<file path="src/rtl/pdsw_pkg.sv">
package pdsw_pkg;
  localparam int INRUSH_W = 2;
  typedef logic [INRUSH_W-1:0] inrush_t;
  localparam inrush_t INRUSH_LOW = '0;
  localparam inrush_t INRUSH_TOP = '1;

  typedef enum logic [2:0] {
    ST_IDLE  = 3'd0,
    ST_PWAIT = 3'd1,
    ST_REQ   = 3'd2,
    ST_RWAIT = 3'd3,
    ST_OFF_E = 3'd4,
    ST_OFF_S = 3'd5
  } pdsw_state_e;
endpackage

</file>
<file path="src/rtl/pdsw_rst_sync.sv">
module pdsw_rst_sync #(
  parameter int STAGES = 2
) (
  input  logic clk,
  input  logic rst_n,
  output logic rst_sync_n
);
  logic [STAGES-1:0] chain_q;

  always_ff @(posedge clk or negedge rst_n) begin
    if (!rst_n) chain_q <= '0;
    else        chain_q <= {chain_q[STAGES-2:0], 1'b1};
  end

  assign rst_sync_n = chain_q[STAGES-1];
endmodule

</file>
<file path="src/rtl/pdsw_timer.sv">
module pdsw_timer #(
  parameter int CW = 8
) (
  input  logic          clk,
  input  logic          rst_n,
  input  logic          load,
  input  logic [CW-1:0] load_val,
  output logic          zero
);
  logic [CW-1:0] cnt_q;
  logic [CW-1:0] cnt_d;
  logic          cnt_en;

  assign zero   = (cnt_q == '0);
  assign cnt_en = load | ~zero;

  always_comb begin
    if (load) cnt_d = load_val;
    else      cnt_d = cnt_q - 1'b1;
  end

  always_ff @(posedge clk or negedge rst_n) begin
    if (!rst_n)      cnt_q <= '0;
    else if (cnt_en) cnt_q <= cnt_d;
  end
endmodule

</file>
<file path="src/rtl/pdsw_fsm.sv">
module pdsw_fsm
  import pdsw_pkg::*;
#(
  parameter int CW      = 10,
  parameter int PG_LOAD = 11,
  parameter int RP_LOAD = 7
) (
  input  logic          clk,
  input  logic          rst_n,
  input  logic          cmd_on,
  input  logic          cmd_off,
  input  logic          pwr_good,
  input  logic          rep_done,
  input  logic          tmr_zero,
  output logic          tmr_load,
  output logic [CW-1:0] tmr_val,
  output logic          sw_en,
  output inrush_t       inrush_code,
  output logic          iso_elec_rel,
  output logic          mem_rep_req,
  output logic          iso_func_rel,
  output logic          busy,
  output logic          done,
  output logic          err
);
  localparam logic [CW-1:0] PG_VAL = CW'(PG_LOAD);
  localparam logic [CW-1:0] RP_VAL = CW'(RP_LOAD);

  pdsw_state_e st_q, st_d;
  logic    sw_q, sw_d;
  inrush_t code_q, code_d;
  logic    elec_q, elec_d;
  logic    req_q, req_d;
  logic    func_q, func_d;
  logic    done_q, done_d;
  logic    err_q, err_d;

  always_comb begin
    st_d     = st_q;
    sw_d     = sw_q;
    code_d   = code_q;
    elec_d   = elec_q;
    req_d    = req_q;
    func_d   = func_q;
    done_d   = 1'b0;
    err_d    = 1'b0;
    tmr_load = 1'b0;
    tmr_val  = '0;
    unique case (st_q)
      ST_IDLE: begin
        if (cmd_on) begin
          if (sw_q) begin
            done_d = 1'b1;
          end else begin
            sw_d     = 1'b1;
            code_d   = INRUSH_LOW;
            tmr_load = 1'b1;
            tmr_val  = PG_VAL;
            st_d     = ST_PWAIT;
          end
        end else if (cmd_off) begin
          func_d = 1'b0;
          st_d   = ST_OFF_E;
        end
      end
      ST_PWAIT: begin
        if (pwr_good) begin
          elec_d = 1'b1;
          st_d   = ST_REQ;
        end else if (tmr_zero) begin
          if (code_q == INRUSH_TOP) begin
            sw_d   = 1'b0;
            code_d = INRUSH_LOW;
            err_d  = 1'b1;
            st_d   = ST_IDLE;
          end else begin
            code_d   = code_q + 1'b1;
            tmr_load = 1'b1;
            tmr_val  = PG_VAL;
          end
        end
      end
      ST_REQ: begin
        req_d    = 1'b1;
        tmr_load = 1'b1;
        tmr_val  = RP_VAL;
        st_d     = ST_RWAIT;
      end
      ST_RWAIT: begin
        if (rep_done) begin
          req_d  = 1'b0;
          func_d = 1'b1;
          done_d = 1'b1;
          st_d   = ST_IDLE;
        end else if (tmr_zero) begin
          req_d  = 1'b0;
          elec_d = 1'b0;
          sw_d   = 1'b0;
          code_d = INRUSH_LOW;
          err_d  = 1'b1;
          st_d   = ST_IDLE;
        end
      end
      ST_OFF_E: begin
        elec_d = 1'b0;
        st_d   = ST_OFF_S;
      end
      ST_OFF_S: begin
        sw_d   = 1'b0;
        code_d = INRUSH_LOW;
        done_d = 1'b1;
        st_d   = ST_IDLE;
      end
      default: st_d = ST_IDLE;
    endcase
  end

  always_ff @(posedge clk or negedge rst_n) begin
    if (!rst_n) begin
      st_q   <= ST_IDLE;
      sw_q   <= 1'b0;
      code_q <= INRUSH_LOW;
      elec_q <= 1'b0;
      req_q  <= 1'b0;
      func_q <= 1'b0;
      done_q <= 1'b0;
      err_q  <= 1'b0;
    end else begin
      st_q   <= st_d;
      sw_q   <= sw_d;
      code_q <= code_d;
      elec_q <= elec_d;
      req_q  <= req_d;
      func_q <= func_d;
      done_q <= done_d;
      err_q  <= err_d;
    end
  end

  assign sw_en        = sw_q;
  assign inrush_code  = code_q;
  assign iso_elec_rel = elec_q;
  assign mem_rep_req  = req_q;
  assign iso_func_rel = func_q;
  assign busy         = (st_q != ST_IDLE);
  assign done         = done_q;
  assign err          = err_q;
endmodule

</file>
<file path="src/rtl/pdsw_seq.sv">
module pdsw_seq #(
  parameter int PGOOD_WAIT_CYC  = 750,
  parameter int REPAIR_WAIT_CYC = 250
) (
  input  logic       clk,
  input  logic       rst_n,
  input  logic       cmd_on,
  input  logic       cmd_off,
  input  logic       pwr_good,
  input  logic       rep_done,
  output logic       sw_en,
  output logic [1:0] inrush_code,
  output logic       iso_elec_rel,
  output logic       mem_rep_req,
  output logic       iso_func_rel,
  output logic       busy,
  output logic       done,
  output logic       err
);
  localparam int WAIT_MAX = (PGOOD_WAIT_CYC > REPAIR_WAIT_CYC) ? PGOOD_WAIT_CYC : REPAIR_WAIT_CYC;
  localparam int CW       = $clog2(WAIT_MAX + 1);

  logic          rst_int_n;
  logic          tmr_load;
  logic          tmr_zero;
  logic [CW-1:0] tmr_val;

  pdsw_rst_sync #(.STAGES(2)) rst_sync_i (
    .clk       (clk),
    .rst_n     (rst_n),
    .rst_sync_n(rst_int_n)
  );

  pdsw_timer #(.CW(CW)) timer_i (
    .clk     (clk),
    .rst_n   (rst_int_n),
    .load    (tmr_load),
    .load_val(tmr_val),
    .zero    (tmr_zero)
  );

  pdsw_fsm #(
    .CW     (CW),
    .PG_LOAD(PGOOD_WAIT_CYC - 1),
    .RP_LOAD(REPAIR_WAIT_CYC - 1)
  ) fsm_i (
    .clk         (clk),
    .rst_n       (rst_int_n),
    .cmd_on      (cmd_on),
    .cmd_off     (cmd_off),
    .pwr_good    (pwr_good),
    .rep_done    (rep_done),
    .tmr_zero    (tmr_zero),
    .tmr_load    (tmr_load),
    .tmr_val     (tmr_val),
    .sw_en       (sw_en),
    .inrush_code (inrush_code),
    .iso_elec_rel(iso_elec_rel),
    .mem_rep_req (mem_rep_req),
    .iso_func_rel(iso_func_rel),
    .busy        (busy),
    .done        (done),
    .err         (err)
  );
endmodule

</file>
<file path="config.mk">
export PLATFORM = sky130hd
export DESIGN_NAME = pdsw_seq
export DESIGN_NICKNAME = d
export VERILOG_FILES = /design/src/rtl/pdsw_pkg.sv /design/src/rtl/pdsw_rst_sync.sv /design/src/rtl/pdsw_timer.sv /design/src/rtl/pdsw_fsm.sv /design/src/rtl/pdsw_seq.sv
export SDC_FILE = /design/constraint.sdc
export NUM_CORES = 1
export LEC_CHECK = 0
export BUFFER_PORTS_ARGS = -buffer_cell sky130_fd_sc_hd__buf_4
export CAP_MARGIN = 30
export CORE_MARGIN = 4
export CORE_UTILIZATION = 40
export CTS_BUF_LIST = sky130_fd_sc_hd__clkbuf_16
export DETAILED_ROUTE_END_ITERATION = 10
export SLEW_MARGIN = 20
export SYNTH_ARGS = -nofsm -noshare
export SYNTH_HDL_FRONTEND = slang
export SYNTH_HIERARCHICAL = 1
export SYNTH_SLANG_ARGS = --single-unit
</file>
<file path="constraint.sdc">
create_clock -name clk -period 0.98 [get_ports clk]
set_input_delay 0.294 -clock clk [delete_from_list [all_inputs] [get_ports clk]]
set_output_delay 0.294 -clock clk [all_outputs]
set_load 0.02 [all_outputs]
</file>
==> impl_metrics.tcl, run 1 <==
set metrics [dict create \
    wl_per_cell_microns 15.42 \
    io_pins 15 \
    period_share 2.067 \
    muxShareOfSynthArea 0.03971 \
    powerDensity_nw_per_um2 3302 \
    synthTopCellsByCount "dfrtp_1 (23), nand2_1 (16), nor2_1 (13)" \
    drv_slew 0 \
    critical_path.max_fanout 3 \
    status "finished, violations left" \
    grt_start_max_net_pins 16 \
    slew_headroom 0.5307 \
    drive_gt1_frac 0.5023 \
    drt_iter0_drc 62 \
    cp.required_ns 1.13 \
    ys.flop_type "dfrtp_1" \
    yosysWarnings 6 \
    finalSetupViolCount 30 \
    place_area_sq_um 1808 \
    critical_path.max_stage_delay_ns 0.57 \
    cts_max_path_buffers 2 \
    synthAdderAreaFrac 0.01805 \
    grt_pass1_vias 1391 \
    drtAntennaViolNets 0 \
    syn2layout_area_growth_pct 61.55 \
    cts_tree "yes" \
    htree_levels 1 \
    rsz0062_at_grt "true" \
    antenna_found_initial 0 \
    crit_path_start_kind "flop" \
    gp_congestion 0.8612 \
    hpwl_microns 2502 \
    synth_top_area_cell "dfrtp_1" \
    synth_edf_count 0 \
    synth_area_per_cell_sq_um 9.061 \
    design_area_sq_um 2240 \
    fmax_ghz 0.4937 \
    die_h_microns 66.87 \
    syn-instance-count 153 \
    final_util 0.6712 \
    yosys-top-cells-area "dfrtp_1 (42%), a21oi_1 (4.3%), buf_4 (4.3%)" \
    skew_ns 0.003749 \
    cts_made_buffers 3 \
    crit_path_top_delay_cell "or4_4" \
    synthArstFlopShare 1.000 \
    seq_area_frac_synth 0.4152 \
    synth.most_common_cell "dfrtp_1" \
    grt-ovfl-total 0 \
    fillers 251 \
    synth_compound_area_frac 0.1552 \
    fin_ws_ns -1.045 \
    port_buffers 14 \
    synth_top_family_by_area "simple AND/OR/NAND/NOR gates" \
    worstSetupEndpointType "flop" \
    cts_root_buf "clkbuf_16" \
    diodes 0 \
    maxCapViolCount 0 \
    yosysUniqueCellTypes 43 \
    nNetsFinal 228 \
    arrival_ns 2.18 \
    rows 21 \
    hold_class "flop to async pin" \
    via_count 1345 \
    tightestPinTransition_ns 0.6985 \
    place_ws_ns -1.098 \
    period_needed_ns 2.025 \
    leakage_nw 1.045 \
    p_total_w 0.007394 \
    routed_wl_microns 4087 \
    synth_top_cell_area_share 0.4152 \
    yosys.area_share.simple 0.2518 \
    dr.pass1.iters 4 \
    ys_ff_latch 23 \
    grt_util_all_layers 0.1844 \
    die_area_sq_um 4472 \
    violations "setup timing" \
    via_per_inst 5.075 \
    hold_viol 0 \
    initial_core_util 0.4154 \
    numClockSinks 23 \
    synthXorXnorAreaFrac 0.03159 \
    grt_pass1_wl_microns 6196 \
    fp.dieW_microns 66.87 \
    worstSetupPathType "flop to flop" \
    drc_errors 0 \
    syn_area_sq_um 1386 \
    irDropWorstVdd_mv 1.652 \
    core-area_sq_um 3337 \
    clk_pin_slew_ns 0.06 \
    worst_skew_pair.late_latency_ns 0.26 \
    path_cells "or4_4 -> nor3b_4 -> a21oi_2 -> a221oi_2 -> mux2_1" \
]
==> area by class of cell <==
type | count | area, sq um | share of cell area
Multi-Input combinational cell | 111 | 833.3 | 0.3721
Inverter | 6 | 25.02 | 0.01117
Clock buffer | 3 | 75.07 | 0.03352
Clock inverter | 1 | 3.754 | 0.001676
Timing Repair Buffer | 75 | 668.1 | 0.2983
Sequential cell | 23 | 576.8 | 0.2575
Tap cell | 46 | 57.56 | 0.02570
==> through the flow <==
stage	hold WS [ns]	std cells	TNS (ns)
detailed placement	0.07960	243	-18.10
CTS	0.1935	258	-18.58
floorplan	-0.001591	154	-18.30
finish	0.1907	265	-20.26
global placement	0.07642	243	-17.04
global route	0.2159	265	-21.67
==> timing repair <==
action	4_1_cts	5_1_grt
gates resized for setup	29	27
pin swaps	8	13
setup buffers	12	9
endpoints found under the hold margin	2	0
endpoints found under the setup margin	29	30
hold buffers	1	0
==> per-layer routing <==
metal	vias to the layer above	GRT usage	wire (microns)
met1	658	0.2268	1756
met3	9	0.03373	122
met2	24	0.3144	2116
met5	-	0	0
li1	654	-	-
met4	0	0.07595	92
==> worst max-delay path: cells and delay by family (launching register included) <==
kind             cells  cell delay (ns)
flip-flops           1             0.41
multiplexers         1             0.35
AO/OA/AOI/OAI        2             0.36
AND/OR/NAND/NOR      2             0.81
==> sequential cells by signal, indices dropped and copies added (netlist names) <==
| name | cells |
|---|---|
| fsm_i/done | 1 |
| fsm_i/err | 1 |
| fsm_i/inrush_code | 2 |
| fsm_i/iso_elec_rel | 1 |
| fsm_i/iso_func_rel | 1 |
| fsm_i/mem_rep_req | 1 |
| fsm_i/st_q | 3 |
| fsm_i/sw_en | 1 |
| rst_sync_i/chain_q | 2 |
| timer_i/cnt_q | 10 |
==> where the power goes <==
group          internal [W]  leakage (nW)  total (W)  switching [W]
Sequential          0.00136         0.279    0.00164       0.000278
Clock              0.000546        0.0423   0.000911       0.000365
Combinational       0.00257         0.723    0.00484        0.00227
Total               0.00448          1.04    0.00739        0.00292
==> cells by family after synthesis <==
family,after synthesis
AOI/OAI and AO/OA,33
muxes,5
buffers and inverters,20
and+or+nand+nor,63
DFF,23
xor gates and xnor gates,5
other,2
adders and majority gates,2
==> path summary, 6_finish.rpt <==
path | from | cells after the start | slack, ns | end
max | timer_i/cnt_q[6] | 5 | -1.05 | fsm_i/inrush_code[0]
min | rst_sync_i/chain_q[1] | 1 | 0.19 | timer_i/cnt_q[6]
max reg2reg | timer_i/cnt_q[6] | 5 | -1.05 | fsm_i/inrush_code[0]
min reg2reg | rst_sync_i/chain_q[1] | 1 | 0.19 | timer_i/cnt_q[6]
max in group asynchronous | rst_n | 2 | 0.54 | rst_sync_i/chain_q[0]
min in group clk | rst_sync_i/chain_q[0] | 0 | 0.37 | rst_sync_i/chain_q[1]
==> layout by cell type, fill, tap and decap left out, drive strengths merged, types with 2 or more instances in the layout <==
master / n
nand3: 2
nor3b: 5
xor2: 4
nor2: 13
nand3b: 2
a221oi: 2
a22oi: 2
nor4: 3
conb: 3
inv: 7
a211oi: 3
mux2: 4
buf: 74
ha: 2
o21ai: 7
clkbuf: 3
nand2b: 5
nand2: 16
a21o: 2
nor2b: 5
a21oi: 13
nor3: 8
dfrtp: 23
Note: power is estimated with default switching activity, not from simulation.
==> run 2, diff against run 1 <==
--- a/config.mk
+++ b/config.mk
@@ -5,6 +5,7 @@
 export SDC_FILE = /design/constraint.sdc
 export NUM_CORES = 1
 export LEC_CHECK = 0
+export ABC_AREA = 1
 export BUFFER_PORTS_ARGS = -buffer_cell sky130_fd_sc_hd__buf_4
 export CAP_MARGIN = 30
 export CORE_MARGIN = 4
==> impl_metrics.tcl, run 2 <==
set metrics [dict create \
    skew_ns 0.002665 \
    leakage_nw 1.308 \
    fin_ws_ns -0.7511 \
    dr.pass1.iters 4 \
    cts_tree "yes" \
    crit_path_top_delay_cell "dfrtp_1" \
    synthXorXnorAreaFrac 0.01756 \
    synth_area_per_cell_sq_um 7.520 \
    status "finished, violations left" \
    multi_input_area_sq_um 897.1 \
    htree_levels 1 \
    path_cells "inv_2 -> ha_4 -> inv_2 -> nor2_4 -> nand4_4 -> nor2_4 -> nand3_2 -> nand3_4 -> inv_6 -> or2_4 -> nand2_2 -> nor2_2" \
    irDropWorstVdd_mv 1.920 \
    crit_buf_inv 3 \
    largest_reg_flops 10 \
    grt_pass1_vias 1649 \
    via_per_inst 4.874 \
    synth_top_cell_area_share 0.3846 \
    io_pins 15 \
    ff2ff_setup_slack_ns -0.75 \
    worst_skew_pair.late_latency_ns 0.25 \
    synthAdderAreaFrac 0.01672 \
    seq_area_frac_synth 0.3846 \
    drv_slew 0 \
    drc_errors 0 \
    period_needed_ns 1.731 \
    worstSetupPathType "flop to flop" \
    grt_util_all_layers 0.1784 \
    maxCapViolCount 0 \
    drive_gt1_frac 0.5000 \
    ys_ff_latch 23 \
    reg_top3 "timer_i/cnt_q: 10 flops, fsm_i/st_q: 3 flops" \
    regArea_sq_um 578.1 \
    synth.most_common_cell "nand2_1" \
    place_area_sq_um 2027 \
    diodes 0 \
    place_ws_ns -0.7772 \
    fillers 288 \
    drtAntennaViolNets 0 \
    powerDensity_nw_per_um2 3275 \
    numClockSinks 23 \
    finalSetupViolCount 30 \
    fmax_ghz 0.5777 \
    cts_root_buf "clkbuf_16" \
    violations "setup timing" \
    cp_top_family "simple AND/OR/NAND/NOR gates" \
    synth_top_family_by_area "simple AND/OR/NAND/NOR gates" \
    die_area_sq_um 4784 \
    arrival_ns 1.88 \
    final_util 0.7006 \
    period_share 1.766 \
    syn_area_sq_um 1496 \
    synth_top_area_cell "dfrtp_1" \
    yosysUniqueCellTypes 31 \
    hold_class "flop to async pin" \
    hold_viol 0 \
    nNetsFinal 289 \
    final_cell_mix "buf_4 (67), nand2_1 (46), dfrtp_1 (21), inv_1 (19), buf_6 (18)" \
    cts_made_buffers 3 \
    initial_core_util 0.4315 \
    cts_max_path_buffers 2 \
    top_register "timer_i/cnt_q" \
    core-area_sq_um 3468 \
    fp.dieW_microns 69.17 \
    yosys.area_share.simple 0.3880 \
    syn2layout_area_growth_pct 62.37 \
    gp_congestion 0.9041 \
    hpwl_microns 2834 \
    synthTopCellsByCount "nand2_1 (50), inv_1 (25), dfrtp_1 (23)" \
    critical_path.max_stage_delay_ns 0.39 \
    yosysWarnings 6 \
    syn-instance-count 199 \
    wl_per_cell_microns 12.29 \
    crit_path_start_kind "flop" \
    clk_pin_slew_ns 0.06 \
    rows 21 \
    synth_compound_area_frac 0.07609 \
    grt-ovfl-total 0 \
    layout_commonest_cell "buf_4" \
    critical_path.max_fanout 7 \
    ys.flop_type "dfrtp_1" \
    rsz0062_at_grt "true" \
    yosys-top-cells-area "dfrtp_1 (38%), nand2_1 (13%), inv_1 (6.3%)" \
    synth_edf_count 0 \
    port_buffers 14 \
    grt_pass1_wl_microns 7134 \
    die_h_microns 69.17 \
    cp.required_ns 1.13 \
    drt_iter0_drc 63 \
    grt_start_max_net_pins 22 \
    muxShareOfSynthArea 0 \
    antenna_found_initial 0 \
    synthArstFlopShare 1.000 \
    routed_wl_microns 4008 \
    via_count 1589 \
    worstSetupEndpointType "flop" \
    design_area_sq_um 2430 \
]
[run 2: cell types whose count changed in the layout (fill, tap and decap cells not counted), sizes merged, moves of 4 or more]
cell and delta:
nand2 +39, inv +20, nor2 +18, nand3 +13, a21oi -12, buf +11, nand4 +10, nor3 -7
nand2b -5, nor2b -5, nor3b -5, mux2 -4
[run 2: report_power, final]
group / internal, W / switching [W]
sequential: 0.00134 / 0.000284
combinational: 0.00272 / 0.00275
clock: 0.000544 / 0.000321
[run 2: final cells by class]
class	instances	share of cell area
Sequential cell	23	0.2379
Clock inverter	1	0.001545
Inverter	26	0.04222
Timing Repair Buffer	86	0.2945
Tap cell	46	0.02369
Multi-Input combinational cell	141	0.3692
Clock buffer	3	0.03090
[run 2: cells by family after synthesis]
| kind of cell | count (synthesis) |
|---|---|
| DFF | 23 |
| adders and majority gates | 2 |
| xor gates and xnor gates | 3 |
| and+or+nand+nor | 115 |
| buffers and inverters | 36 |
| other | 2 |
| AOI/OAI and AO/OA | 18 |
[run 2: worst register-to-register path, delay by kind of cell, from the launching register on]
kind / cells / cell delay [ns]
and+or+nand+nor: 8 / 0.92
DFF: 1 / 0.39
buffers and inverters: 3 / 0.18
adders and majority gates: 1 / 0.14
[run 2: metrics by stage]
step | power (W) | TNS (ns) | hold WS (ns) | instances
after floorplan | 0.004383 | -11.99 | -0.001591 | 200
after global placement | 0.005976 | -13.19 | 0.07632 | 299
after detailed placement | 0.006076 | -14.11 | 0.07773 | 299
after CTS | 0.007551 | -14.45 | 0.2314 | 317
after global routing | 0.008648 | -18.00 | 0.2477 | 326
final | 0.007958 | -14.97 | 0.2171 | 326
[run 2: routing by layer]
layer,track usage,wire [microns],vias up
met4,0.07158,72,0
li1,-,-,795
met1,0.2060,1598,753
met3,0.03343,148,8
met2,0.3210,2188,33
met5,0,0,-
[run 2: repair_timing]
| action | CTS | global route |
|---|---|---|
| hold buffers | 1 | 0 |
| setup buffers | 15 | 11 |
| pin swaps | 6 | 4 |
| hold endpoints to repair | 2 | 0 |
| setup endpoints to repair | 30 | 30 |
| gates resized for setup | 22 | 20 |
[run 2: worst paths after layout]
kind,startpoint,to,depth (start not counted)
max,timer_i/cnt_q[1],timer_i/cnt_q[8],12
min,rst_sync_i/chain_q[1],timer_i/cnt_q[8],1
max reg2reg,timer_i/cnt_q[1],timer_i/cnt_q[8],12
min reg2reg,rst_sync_i/chain_q[1],timer_i/cnt_q[8],1
max in group asynchronous,rst_sync_i/chain_q[1],fsm_i/st_q[0],1
min in group clk,rep_done,fsm_i/err,2
==> run 3, diff against run 2 <==
--- a/config.mk
+++ b/config.mk
@@ -15,5 +15,4 @@
 export SLEW_MARGIN = 20
 export SYNTH_ARGS = -nofsm -noshare
 export SYNTH_HDL_FRONTEND = slang
-export SYNTH_HIERARCHICAL = 1
 export SYNTH_SLANG_ARGS = --single-unit
==> impl_metrics.tcl, run 3 <==
set metrics [dict create \
    status "finished, violations left" \
    violations "setup timing" \
    layout_commonest_cell "buf_4" \
    cts_max_path_buffers 2 \
    wl_per_cell_microns 13.46 \
    grt-ovfl-total 0 \
    arrival_ns 1.71 \
    drt_iter0_drc 70 \
    antenna_found_initial 0 \
    dr.pass1.iters 4 \
    reg_top3 "timer_i.cnt_q: 10 flops, fsm_i.st_q: 3 flops" \
    htree_levels 1 \
    synth_area_per_cell_sq_um 7.514 \
    port_buffers 14 \
    powerDensity_nw_per_um2 2992 \
    die_area_sq_um 4354 \
    initial_core_util 0.4300 \
    drv_slew 0 \
    ys_ff_latch 23 \
    seq_area_frac_synth 0.4279 \
    syn_area_sq_um 1345 \
    synth_edf_count 0 \
    critical_path.max_fanout 6 \
    synth_top_cell_area_share 0.4279 \
    cts_root_buf "clkbuf_16" \
    yosysWarnings 0 \
    grt_util_all_layers 0.2027 \
    worstSetupPathType "flop to flop" \
    leakage_nw 1.183 \
    maxCapViolCount 0 \
    fmax_ghz 0.6454 \
    hold-worst-slack_ns 0.1754 \
    hold_class "flop to async pin" \
    final_cell_mix "buf_4 (53), inv_1 (27), nand2_1 (27), buf_6 (22), dfrtp_1 (21)" \
    grt_pass1_wl_microns 6686 \
    yosys-top-cells-area "dfrtp_1 (43%), nand2_1 (9.2%), inv_1 (8.7%)" \
    worstSetupEndpointType "flop" \
    swShare 0.4146 \
    rows 20 \
    ff2ff_setup_slack_ns -0.57 \
    hpwl_microns 2813 \
    ys.flop_type "dfrtp_1" \
    period_needed_ns 1.549 \
    worst_skew_pair.late_latency_ns 0.26 \
    cts_tree "yes" \
    drtAntennaViolNets 0 \
    combPwrFrac 0.638 \
    fp.dieW_microns 65.99 \
    reg2regPathDepth 8 \
    drive_gt1_frac 0.4942 \
    via_count 1465 \
    final_util 0.7348 \
    largest_reg_flops 10 \
    hold_viol 0 \
    r2r_start "timer_i.cnt_q[0]" \
    rsz0062_at_grt "true" \
    synthTopCellsByCount "nand2_1 (33), inv_1 (31), dfrtp_1 (23)" \
    core-area_sq_um 3128 \
    grt_pass1_vias 1506 \
    skew_ns 0.006426 \
    clkPwrFrac 0.128 \
    die_h_microns 65.99 \
    synth_top_area_cell "dfrtp_1" \
    numClockSinks 23 \
    r2r_end "fsm_i.st_q[2]" \
    synth.most_common_cell "nand2_1" \
    clk_pin_slew_ns 0.06 \
    cts_made_buffers 3 \
    nNetsFinal 268 \
    synthArstFlopShare 1.000 \
    gp_congestion 0.8845 \
    syn-num-nets 187 \
    diodes 0 \
    yosysUniqueCellTypes 24 \
    fin_ws_ns -0.5695 \
    internal-power_w 0.004026 \
    period_share 1.581 \
    drc_errors 0 \
    via_per_inst 4.835 \
    syn-instance-count 179 \
    irDropWorstVdd_mv 1.898 \
    finalSetupViolCount 30 \
    p_seq_frac 0.233 \
    crit_path_start_kind "flop" \
    io_pins 15 \
    routed_wl_microns 4077 \
    switchingPower_w 0.002851 \
    syn2layout_area_growth_pct 70.88 \
    grt_start_max_net_pins 15 \
    cp.required_ns 1.14 \
    top_register "timer_i.cnt_q" \
]
-- run 3: worst max path at each step --
stage                          start                   end  slack [ns]  cells past startpoint
floorplan           timer_i.cnt_q[1]  fsm_i.inrush_code[0]       -0.42                     10
global placement    timer_i.cnt_q[1]      timer_i.cnt_q[8]       -0.52                      9
detailed placement  timer_i.cnt_q[0]      timer_i.cnt_q[1]       -0.66                     10
CTS                 timer_i.cnt_q[0]  fsm_i.inrush_code[0]       -0.51                      9
global route        timer_i.cnt_q[0]      timer_i.cnt_q[5]       -0.62                      9
finish              timer_i.cnt_q[0]         fsm_i.st_q[2]       -0.57                      8
-- run 3: critical path, cell delays in order, from the launching register on --
cell and delay, ns:
dfrtp_1 0.41, inv_2 0.09, ha_4 0.14, nand2_4 0.05, nor2_4 0.17, nand3_4 0.17, o21ai_1 0.15, nand2_1 0.11
a21oi_1 0.17
-- run 3: area by class of cell --
type | count | area (sq um)
clock inverters | 1 | 3.754
repair buffers | 76 | 655.6
well taps | 44 | 55.05
clock buffers | 3 | 75.07
multi-input cells | 119 | 784.5
flip-flops and latches | 23 | 578.1
inverters | 37 | 146.4
fillers | 226 | 829.5
-- run 3: per-layer routing --
| metal | global-route usage | wire length (microns) | part of all wire | vias up |
|---|---|---|---|---|
| li1 | - | - | - | 715 |
| met1 | 0.2396 | 1736 | 0.43 | 698 |
| met2 | 0.3554 | 2110 | 0.52 | 42 |
| met3 | 0.04252 | 135 | 0.033 | 10 |
| met4 | 0.08122 | 94 | 0.023 | 0 |
| met5 | 0 | 0 | 0 | - |
-- run 3: logic make-up (layout without fill, tap and decap cells) --
family                   Yosys count  in the layout  share of synthesized area
AND/OR/NAND/NOR                   91             92                     0.3181
buffers and inverters             38            117                     0.1116
flip-flops                        23             23                     0.4279
AO/OA/AOI/OAI                     20             20                    0.09488
XOR/XNOR                           4              4                    0.02605
adder cells (fa/ha/maj)            2              2                    0.01860
other                              1              1                   0.002788
-- run 3: power groups by stage --
stage | registers, W | clock network (W) | logic, W
6_report | 0.00161 | 0.000882 | 0.00439
5_1_grt | 0.00164 | 0.000953 | 0.00475
4_1_cts | 0.00159 | 0.000895 | 0.00414
3_5_place_dp | 0.00156 | 0 | 0.00349
3_3_place_gp | 0.00155 | 0 | 0.00340
2_1_floorplan | 0.00175 | 0 | 0.00168
-- run 3: repair_timing --
item                                    CTS  global route
gates resized for setup                  45            15
hold buffers                              1             0
hold endpoints to repair                  2             0
cloned                                    1             0
pin swaps                                 8             5
buffers inserted                          8             5
endpoints found under the setup margin   30            30
-- run 3: per-stage QoR --
stage | std cells | total power, W | TNS [ns] | cell area [sq um] | setup WS (ns)
after floorplan | 179 | 0.003434 | -5.869 | 1383 | -0.4192
after global routing | 303 | 0.007337 | -13.35 | 2298 | -0.6233
final | 303 | 0.006878 | -11.94 | 2298 | -0.5695
after detailed placement | 286 | 0.005055 | -11.69 | 1907 | -0.6590
after CTS | 300 | 0.006624 | -10.65 | 2233 | -0.5054
after global placement | 286 | 0.004947 | -9.660 | 1907 | -0.5216
